### config.mk
export PLATFORM = sky130hd
export DESIGN_NAME = decode_serializer
export DESIGN_NICKNAME = d
export VERILOG_FILES = /design/src/rtl/dser_pkg.sv /design/src/rtl/dser_inflight.sv /design/src/rtl/dser_fsm.sv /design/src/rtl/decode_serializer.sv
export SDC_FILE = /design/constraint.sdc
export NUM_CORES = 1
export LEC_CHECK = 0
export CAP_MARGIN = 20
export CORE_MARGIN = 2
export CORE_UTILIZATION = 45
export DETAILED_ROUTE_END_ITERATION = 16
export DONT_BUFFER_PORTS = 1
export HOLD_SLACK_MARGIN = 0.1
export PLACE_DENSITY_LB_ADDON = 0.12
export SLEW_MARGIN = 20
export SYNTH_ARGS = -nofsm -noshare
export SYNTH_HDL_FRONTEND = slang
export SYNTH_HIERARCHICAL = 1
export SYNTH_SLANG_ARGS = --single-unit
export TNS_END_PERCENT = 50
### constraint.sdc
create_clock -name clk -period 3 [get_ports clk]
set_input_delay 0.45 -clock clk [delete_from_list [all_inputs] [get_ports clk]]
set_output_delay 0.45 -clock clk [all_outputs]
set_load 0.01 [all_outputs]
### src/rtl/dser_pkg.sv
package dser_pkg;

    typedef enum logic [1:0] {
        ST_FLOW  = 2'd0,
        ST_DRAIN = 2'd1,
        ST_ISSUE = 2'd2,
        ST_WAIT  = 2'd3
    } ser_state_e;

    typedef struct packed {
        ser_state_e state;
    } fsm_regs_t;

endpackage

### src/rtl/dser_inflight.sv
module dser_inflight #(
    parameter int CNT_W = 4
) (
    input  logic clk,
    input  logic rst_n,
    input  logic clr_i,
    input  logic inc_i,
    input  logic dec_i,
    output logic zero_o,
    output logic one_o,
    output logic full_o
);

    localparam logic [CNT_W-1:0] CNT_MAX = {CNT_W{1'b1}};
    localparam logic [CNT_W-1:0] CNT_ONE = CNT_W'(1);

    logic [CNT_W-1:0] cnt_d, cnt_q;
    logic             inc_ok, dec_ok;

    always_comb begin
        inc_ok = inc_i && (cnt_q != CNT_MAX);
        dec_ok = dec_i && (cnt_q != '0);
        cnt_d  = cnt_q;
        if (clr_i) begin
            cnt_d = '0;
        end else begin
            case ({inc_ok, dec_ok})
                2'b10:   cnt_d = cnt_q + CNT_ONE;
                2'b01:   cnt_d = cnt_q - CNT_ONE;
                default: cnt_d = cnt_q;
            endcase
        end
    end

    always_ff @(posedge clk or negedge rst_n) begin
        if (!rst_n) begin
            cnt_q <= '0;
        end else begin
            cnt_q <= cnt_d;
        end
    end

    assign zero_o = (cnt_q == '0);
    assign one_o  = (cnt_q == CNT_ONE);
    assign full_o = (cnt_q == CNT_MAX);

    AST_NO_OVERFLOW: assert property (@(posedge clk) disable iff (!rst_n)
        full_o |-> !inc_i) else $error("dispatch accepted at full count");

    AST_NO_UNDERFLOW: assert property (@(posedge clk) disable iff (!rst_n)
        (zero_o && dec_i && !inc_i && !clr_i) |=> zero_o) else $error("stray retire changed count");

    AST_CLEAR_EMPTY: assert property (@(posedge clk) disable iff (!rst_n)
        clr_i |=> zero_o) else $error("flush left count nonzero");

endmodule

### src/rtl/dser_fsm.sv
module dser_fsm
    import dser_pkg::*;
(
    input  logic clk,
    input  logic rst_n,
    input  logic flush_i,
    input  logic instr_valid_i,
    input  logic instr_serial_i,
    input  logic retire_i,
    input  logic cnt_zero_i,
    input  logic cnt_one_i,
    input  logic cnt_full_i,
    output logic head_ready_o,
    output logic decode_en_o,
    output logic serial_busy_o
);

    fsm_regs_t r_d, r_q;
    logic      serial_head;
    logic      drain_done;

    assign serial_head = instr_valid_i && instr_serial_i;
    // No dispatch happens in the phases that use this, so only retires move the count.
    assign drain_done  = cnt_zero_i || (cnt_one_i && retire_i);

    always_comb begin
        r_d = r_q;
        if (flush_i) begin
            r_d.state = ST_FLOW;
        end else begin
            case (r_q.state)
                ST_FLOW: begin
                    if (serial_head) begin
                        r_d.state = drain_done ? ST_ISSUE : ST_DRAIN;
                    end
                end
                ST_DRAIN: begin
                    if (drain_done) begin
                        r_d.state = ST_ISSUE;
                    end
                end
                ST_ISSUE: begin
                    if (serial_head) begin
                        r_d.state = ST_WAIT;
                    end
                end
                ST_WAIT: begin
                    if (drain_done) begin
                        r_d.state = ST_FLOW;
                    end
                end
                default: r_d.state = ST_FLOW;
            endcase
        end
    end

    always_comb begin
        head_ready_o = 1'b0;
        decode_en_o  = 1'b0;
        case (r_q.state)
            ST_FLOW: begin
                head_ready_o = !flush_i && !cnt_full_i && !serial_head;
                decode_en_o  = !serial_head;
            end
            ST_ISSUE: begin
                head_ready_o = !flush_i && serial_head;
            end
            default: begin
                head_ready_o = 1'b0;
                decode_en_o  = 1'b0;
            end
        endcase
    end

    assign serial_busy_o = (r_q.state != ST_FLOW);

    always_ff @(posedge clk or negedge rst_n) begin
        if (!rst_n) begin
            r_q.state <= ST_FLOW;
        end else begin
            r_q <= r_d;
        end
    end

    AST_ISSUE_NEEDS_EMPTY: assert property (@(posedge clk) disable iff (!rst_n)
        (r_q.state == ST_ISSUE) |-> cnt_zero_i) else $error("issue phase with older work in flight");

    AST_ISSUE_ONCE: assert property (@(posedge clk) disable iff (!rst_n)
        (r_q.state == ST_ISSUE && serial_head && !flush_i) |=> (r_q.state == ST_WAIT && cnt_one_i)) else $error("serial dispatch not tracked");

    AST_WAIT_INFLIGHT: assert property (@(posedge clk) disable iff (!rst_n)
        (r_q.state == ST_WAIT) |-> !cnt_zero_i) else $error("waiting with nothing in flight");

    AST_WAIT_EXIT: assert property (@(posedge clk) disable iff (!rst_n)
        (r_q.state == ST_WAIT && cnt_one_i && retire_i && !flush_i) |=> !serial_busy_o) else $error("no resume after serial retire");

    AST_FLUSH_FLOW: assert property (@(posedge clk) disable iff (!rst_n)
        flush_i |=> !serial_busy_o) else $error("flush did not end serialization");

endmodule

### src/rtl/decode_serializer.sv
module decode_serializer #(
    parameter int CNT_W = 4
) (
    input  logic clk,
    input  logic rst_n,
    input  logic flush_i,
    input  logic instr_valid_i,
    input  logic instr_serial_i,
    input  logic retire_i,
    output logic head_ready_o,
    output logic decode_en_o,
    output logic serial_busy_o
);

    logic cnt_zero, cnt_one, cnt_full;
    logic dispatch_fire;

    assign dispatch_fire = instr_valid_i && head_ready_o;

    dser_inflight #(
        .CNT_W (CNT_W)
    ) u_inflight (
        .clk    (clk),
        .rst_n  (rst_n),
        .clr_i  (flush_i),
        .inc_i  (dispatch_fire),
        .dec_i  (retire_i),
        .zero_o (cnt_zero),
        .one_o  (cnt_one),
        .full_o (cnt_full)
    );

    dser_fsm u_fsm (
        .clk            (clk),
        .rst_n          (rst_n),
        .flush_i        (flush_i),
        .instr_valid_i  (instr_valid_i),
        .instr_serial_i (instr_serial_i),
        .retire_i       (retire_i),
        .cnt_zero_i     (cnt_zero),
        .cnt_one_i      (cnt_one),
        .cnt_full_i     (cnt_full),
        .head_ready_o   (head_ready_o),
        .decode_en_o    (decode_en_o),
        .serial_busy_o  (serial_busy_o)
    );

    AST_BUSY_BLOCKS_YOUNGER: assert property (@(posedge clk) disable iff (!rst_n)
        (serial_busy_o && head_ready_o) |-> instr_serial_i) else $error("younger instruction dispatched during serialization");

endmodule

[Word-level counts from Yosys, hierarchy flattened]
Cells that the tools add are included.
Operators by class
  $add $sub $neg: 2
  equal/unequal tests: 12
  muxes and demuxes: 11
  reduce and logical (&&, ||, !) cells: 18
Operators by type and width (number)
  2-bit two-way mux: 6
  3-bit by 2-bit != test with 1-bit output (second input constant): 4
  1-bit logical AND: 8
  2-bit case mux with 4 select lines: 1
  4-bit case mux with 2 select lines: 1
  2-bit equality test (second input constant): 3
  4-bit by 1-bit adder with 4-bit output (second input constant): 1
  2-bit by 1-bit equality test with 1-bit output (second input constant): 2
  4-bit by 1-bit equality test with 1-bit output (second input constant): 1
  4-bit equality test (second input constant): 1
  4-bit logical NOT: 1
  4-bit two-way mux: 1
  4-bit != test (second input constant): 1
  4-bit AND reduction: 1
  4-bit nonzero test: 1
  4-bit by 1-bit subtractor with 4-bit output (second input constant): 1
  1-bit logical NOT: 3
  3-bit nonzero test: 1
  2-bit logical NOT: 1
  1-bit case mux with 2 select lines: 1
  2-bit nonzero test: 1
  1-bit logical OR: 1
  1-bit two-way mux: 1
Storage, ports and cells
  register bits after elaboration: 6
  input bits: 6
  output and inout bits: 3
  word-level logic and storage cells: 45

[Depth between registers and ports, before layout]
  depth after elaboration: 10
  depth in mapped cells: 10
  gate-level depth less buffers: 9

[Modules after synthesis]
The synthesis kept the hierarchy.
By module, submodules not included
  dser_inflight: times used 1, cells each 55, area each 459.2 sq um, seq. area each 100.1 sq um
  dser_fsm: times used 1, cells each 25, area each 226.5 sq um, seq. area each 50.0 sq um
  decode_serializer: times used 1, cells each 1, area each 6.3 sq um, seq. area each 0.0 sq um

[Least setup slack after synthesis]
Ideal clock, no wire load.
  kind: register to register
  start: reg u_inflight.cnt_q[0]
  end: reg u_inflight.cnt_q[0]
  arrival time: 2.305 ns
  setup slack: 0.570 ns
  cell stages (with the launch flop): 11
  buffers on the path: 1
  cells stage by stage: dfrtp_1 > ha_1 > and3_4 > nand3b_1 > a21oi_1 > and2_1 > buf_4 > nor2_1 > o2bb2ai_1 > a211oi_2 > mux2_4
Between the ends
  longest elaborated chain between the ends: 10
  elaborated cells between the ends (all ways): 17
  classes of those cells: 2 x add/sub; 4 x eq/ne; 3 x mux; 8 x reduce/logical
RTL lines
  start, declared: RTL line dser_inflight.sv:17  | logic [CNT_W-1:0] cnt_d, cnt_q;
  start signal, assigned: RTL line dser_inflight.sv:39  | cnt_q <= cnt_d;
  4-bit equality test *: RTL line dser_inflight.sv:45  | assign full_o = (cnt_q == CNT_MAX);
  net cnt_full: RTL line decode_serializer.sv:15  | logic cnt_zero, cnt_one, cnt_full;
  1-bit logical NOT *: RTL line dser_fsm.sv:62  | head_ready_o = !flush_i && !cnt_full_i && !serial_head;
  1-bit logical AND * (2 in a row): RTL line dser_fsm.sv:62
  1-bit case mux with 2 select lines *: RTL line dser_fsm.sv:60  | case (r_q.state)
  net head_ready_o: RTL line decode_serializer.sv:10  | output logic head_ready_o,
  1-bit logical AND *: RTL line decode_serializer.sv:18  | assign dispatch_fire = instr_valid_i && head_ready_o;
  net dispatch_fire: RTL line decode_serializer.sv:16  | logic dispatch_fire;
  1-bit logical AND *: RTL line dser_inflight.sv:21  | inc_ok = inc_i && (cnt_q != CNT_MAX);
  2-bit by 1-bit equality test with 1-bit output / 2-bit equality test (equally long branches): RTL line dser_inflight.sv:27  | case ({inc_ok, dec_ok})
  4-bit case mux with 2 select lines: RTL line dser_inflight.sv:27
  4-bit two-way mux: RTL line dser_inflight.sv:24  | if (clr_i) begin
Mark *: on every way through the listed nets, which the timed path passes. The rest lies on a longest branch.
A chain may end at the register's enable or synchronous reset.

[Worst setup path after layout]
  start: reg u_inflight.cnt_q[0]
  end: reg u_inflight.cnt_q[1]
Between the ends
  longest elaborated chain between the ends: 10
  elaborated cells between the ends (all ways): 17
  classes of those cells: 2 x add/sub; 4 x eq/ne; 3 x mux; 8 x reduce/logical
RTL lines (RTL line)
  4-bit equality test *: dser_inflight.sv:45
  net cnt_full: decode_serializer.sv:15
  1-bit logical NOT *: dser_fsm.sv:62
  1-bit logical AND * (2 in a row): dser_fsm.sv:62
  1-bit case mux with 2 select lines *: dser_fsm.sv:60
  1-bit logical AND *: decode_serializer.sv:18
  net dispatch_fire: decode_serializer.sv:16
  1-bit logical AND *: dser_inflight.sv:21
  2-bit by 1-bit equality test with 1-bit output / 2-bit equality test (equally long branches): dser_inflight.sv:27
  4-bit case mux with 2 select lines: dser_inflight.sv:27
  4-bit two-way mux: dser_inflight.sv:24
Marks and branches as above.

==> impl_metrics.tcl <==
set metrics [dict create \
    status "finished, final reports clean" \
    cp_max_fo 7 \
    grt_pass1_vias 564 \
    grt_start_max_net_pins 13 \
    antenna_cells 0 \
    n_fill_cell 148 \
    coreArea_um2 1471 \
    period_minus_slack_ns 2.428 \
    h-tree-depth 1 \
    start_util_pct 47.02 \
    ctsHoldBuffers 1 \
    clock-root-buffer "clkbuf_4" \
    cts.path.max_buffers 2 \
    tns_ns 0 \
    routed_wirelength_um 1274 \
    port_buffers 0 \
    avgSynthCellArea_um2 8.542 \
    drtAntennaViolNets 0 \
    ys_seq_area_share_pct 21.70 \
    dr.pass1.iters 4 \
    dp_hpwl_um 1011 \
    yosys_register_bits 6 \
    holdCritPathClass "input port to register" \
    cp_data_required_time_ns 3.10 \
    clock_latency_ns 0.24 \
    ff_latch_area_um2 150.1 \
    nNetsFinal 99 \
    grt_pass1_wl_um 2304 \
    drc 0 \
    worst_setup_path_start_kind "register" \
    syn_area_um2 691.9 \
    synth_fp_nets 94 \
    numClockSinks 6 \
    synth_top_area_share_pct 21.70 \
    max-cap-violations 0 \
    final_cells 100 \
    drtIter0Drc 11 \
    synth_cells 81 \
    gp_congestion 0.8430 \
    fin_crit_sh_pct 80.94 \
    clock-skew-final_ns 0.001424 \
    relSlewSlack_pct 75.99 \
    layout_common_cells "inv_1, ha_1, nand2_1, dfrtp_1, nor2_1" \
    gr-total-overflow 0 \
    boundaryPins 9 \
    vdd_drop_max_mv 0.4698 \
    grtUsageTotal_pct 15.95 \
    numCtsBuffers 3 \
    slew_violations 0 \
    p_leak_nw 0.3137 \
    drive_above_1_share_pct 17.86 \
    worst_pin_slew_ns 0.3602 \
    cts_tree "done" \
    synth_top_cell_by_area "dfrtp_1" \
    ys.warnings.count 6 \
    setup_violations 0 \
    die_width_um 43.21 \
    cp-end-kind "register" \
    synth.distinct_cells 33 \
    criticalPathCategory "register to register" \
    post_cts_buffers 0 \
    ctsResizeCount 0 \
    antenna_found_initial 0 \
    max_freq_mhz 411.8 \
    multi_input_area_um2 485.5 \
    clk_pin_slew_ns 0.04 \
    dieArea_um2 1867 \
    wl_per_cell_um 12.74 \
    whs_ns 0.2776 \
    fin_util_pct 50.09 \
    viasPerCell 5.620 \
    cp.arrival_ns 2.53 \
    vias 562 \
    p_per_area_nw_per_um2 833.7 \
    die_h_um 43.21 \
    hold_viol_final 0 \
    ys_top_cells_by_area "dfrtp_1, ha_1, a211oi_1" \
    rows 14 \
    area_growth_pct 6.510 \
    rsz0062_at_grt "false" \
    place_inst 96 \
]
==> cells in the mapped netlist (all sizes together) <==
cell,instances
nand3b,3
nand2,6
dfrtp,6
mux2i,2
and3,2
a211oi,5
o2bb2ai,1
buf,4
o211ai,2
nor3b,1
and2,1
nor3,5
ha,7
nor2,5
inv,7
o21a,1
nand2b,4
o21ai,3
nand3,2
a21oi,4
o22ai,1
mux2,2
nor2b,3
a311oi,1
o32ai,2
a21boi,1
==> sequential cells by signal, summed over array words and instances, names as in the netlist <==
signal	count
u_fsm/r_q	2
u_inflight/cnt_q	4
==> layer usage <==
| metal | track usage [%] | wire length [um] |
|---|---|---|
| met3 | 3.830 | 28 |
| met1 | 20.42 | 624 |
| met2 | 27.76 | 622 |
| met4 | 1.818 | 0 |
| met5 | 0 | 0 |
==> cell families after synthesis <==
logic type / after synthesis / share of synthesized area, %
AO/OA/AOI/OAI: 21 / 23.33
adder cells (fa/ha/maj): 7 / 12.66
buffers and inverters: 11 / 8.138
flip-flops: 6 / 21.70
multiplexers: 4 / 7.234
AND/OR/NAND/NOR: 32 / 26.95
==> layout make-up <==
cell class	count	area share, %
Inverter	7	3.565
Tap cell	16	2.716
Sequential cell	6	20.37
Clock buffer	3	3.056
Timing Repair Buffer	4	4.414
Multi-Input combinational cell	64	65.87
==> critical path, stage by stage (launching register included) <==
cell      delay (ns)
dfrtp_1         0.43
ha_1            0.30
and3_4          0.22
nand3b_1        0.15
a21oi_1         0.18
and2_1          0.26
a21boi_0        0.27
o32ai_1         0.14
nor3_1          0.24
o22ai_1         0.11
==> metrics by stage <==
stage / setup slack [ns] / power, mW / instance area, um^2
2_1_floorplan: 0.5696 / 0.4757 / 691.9
6_report: 0.5718 / 0.6144 / 737.0
3_3_place_gp: 0.5651 / 0.5432 / 704.4
3_5_place_dp: 0.5627 / 0.5446 / 704.4
5_1_grt: 0.2598 / 0.6791 / 737.0
4_1_cts: 0.5470 / 0.6236 / 737.0
==> path summary, 6_finish.rpt <==
| path | start | to | slack, ns | cells past startpoint |
|---|---|---|---|---|
| max | u_inflight/cnt_q[0] | u_inflight/cnt_q[1] | 0.57 | 9 |
| min | flush_i | u_inflight/cnt_q[2] | 0.28 | 1 |
| max reg2reg | u_inflight/cnt_q[0] | u_inflight/cnt_q[1] | 0.57 | 9 |
| min reg2reg | u_fsm/r_q[0] | u_fsm/r_q[0] | 0.59 | 1 |
| max in group asynchronous | rst_n | u_inflight/cnt_q[1] | 2.27 | 1 |
| min in group asynchronous | rst_n | u_fsm/r_q[0] | 0.52 | 1 |
==> power by group <==
group	switching, mW	internal, mW
Sequential	0.0354	0.111
Combinational	0.217	0.181
Clock	0.0252	0.0450
Total	0.278	0.337
Note: power is estimated with default switching activity, not from simulation.
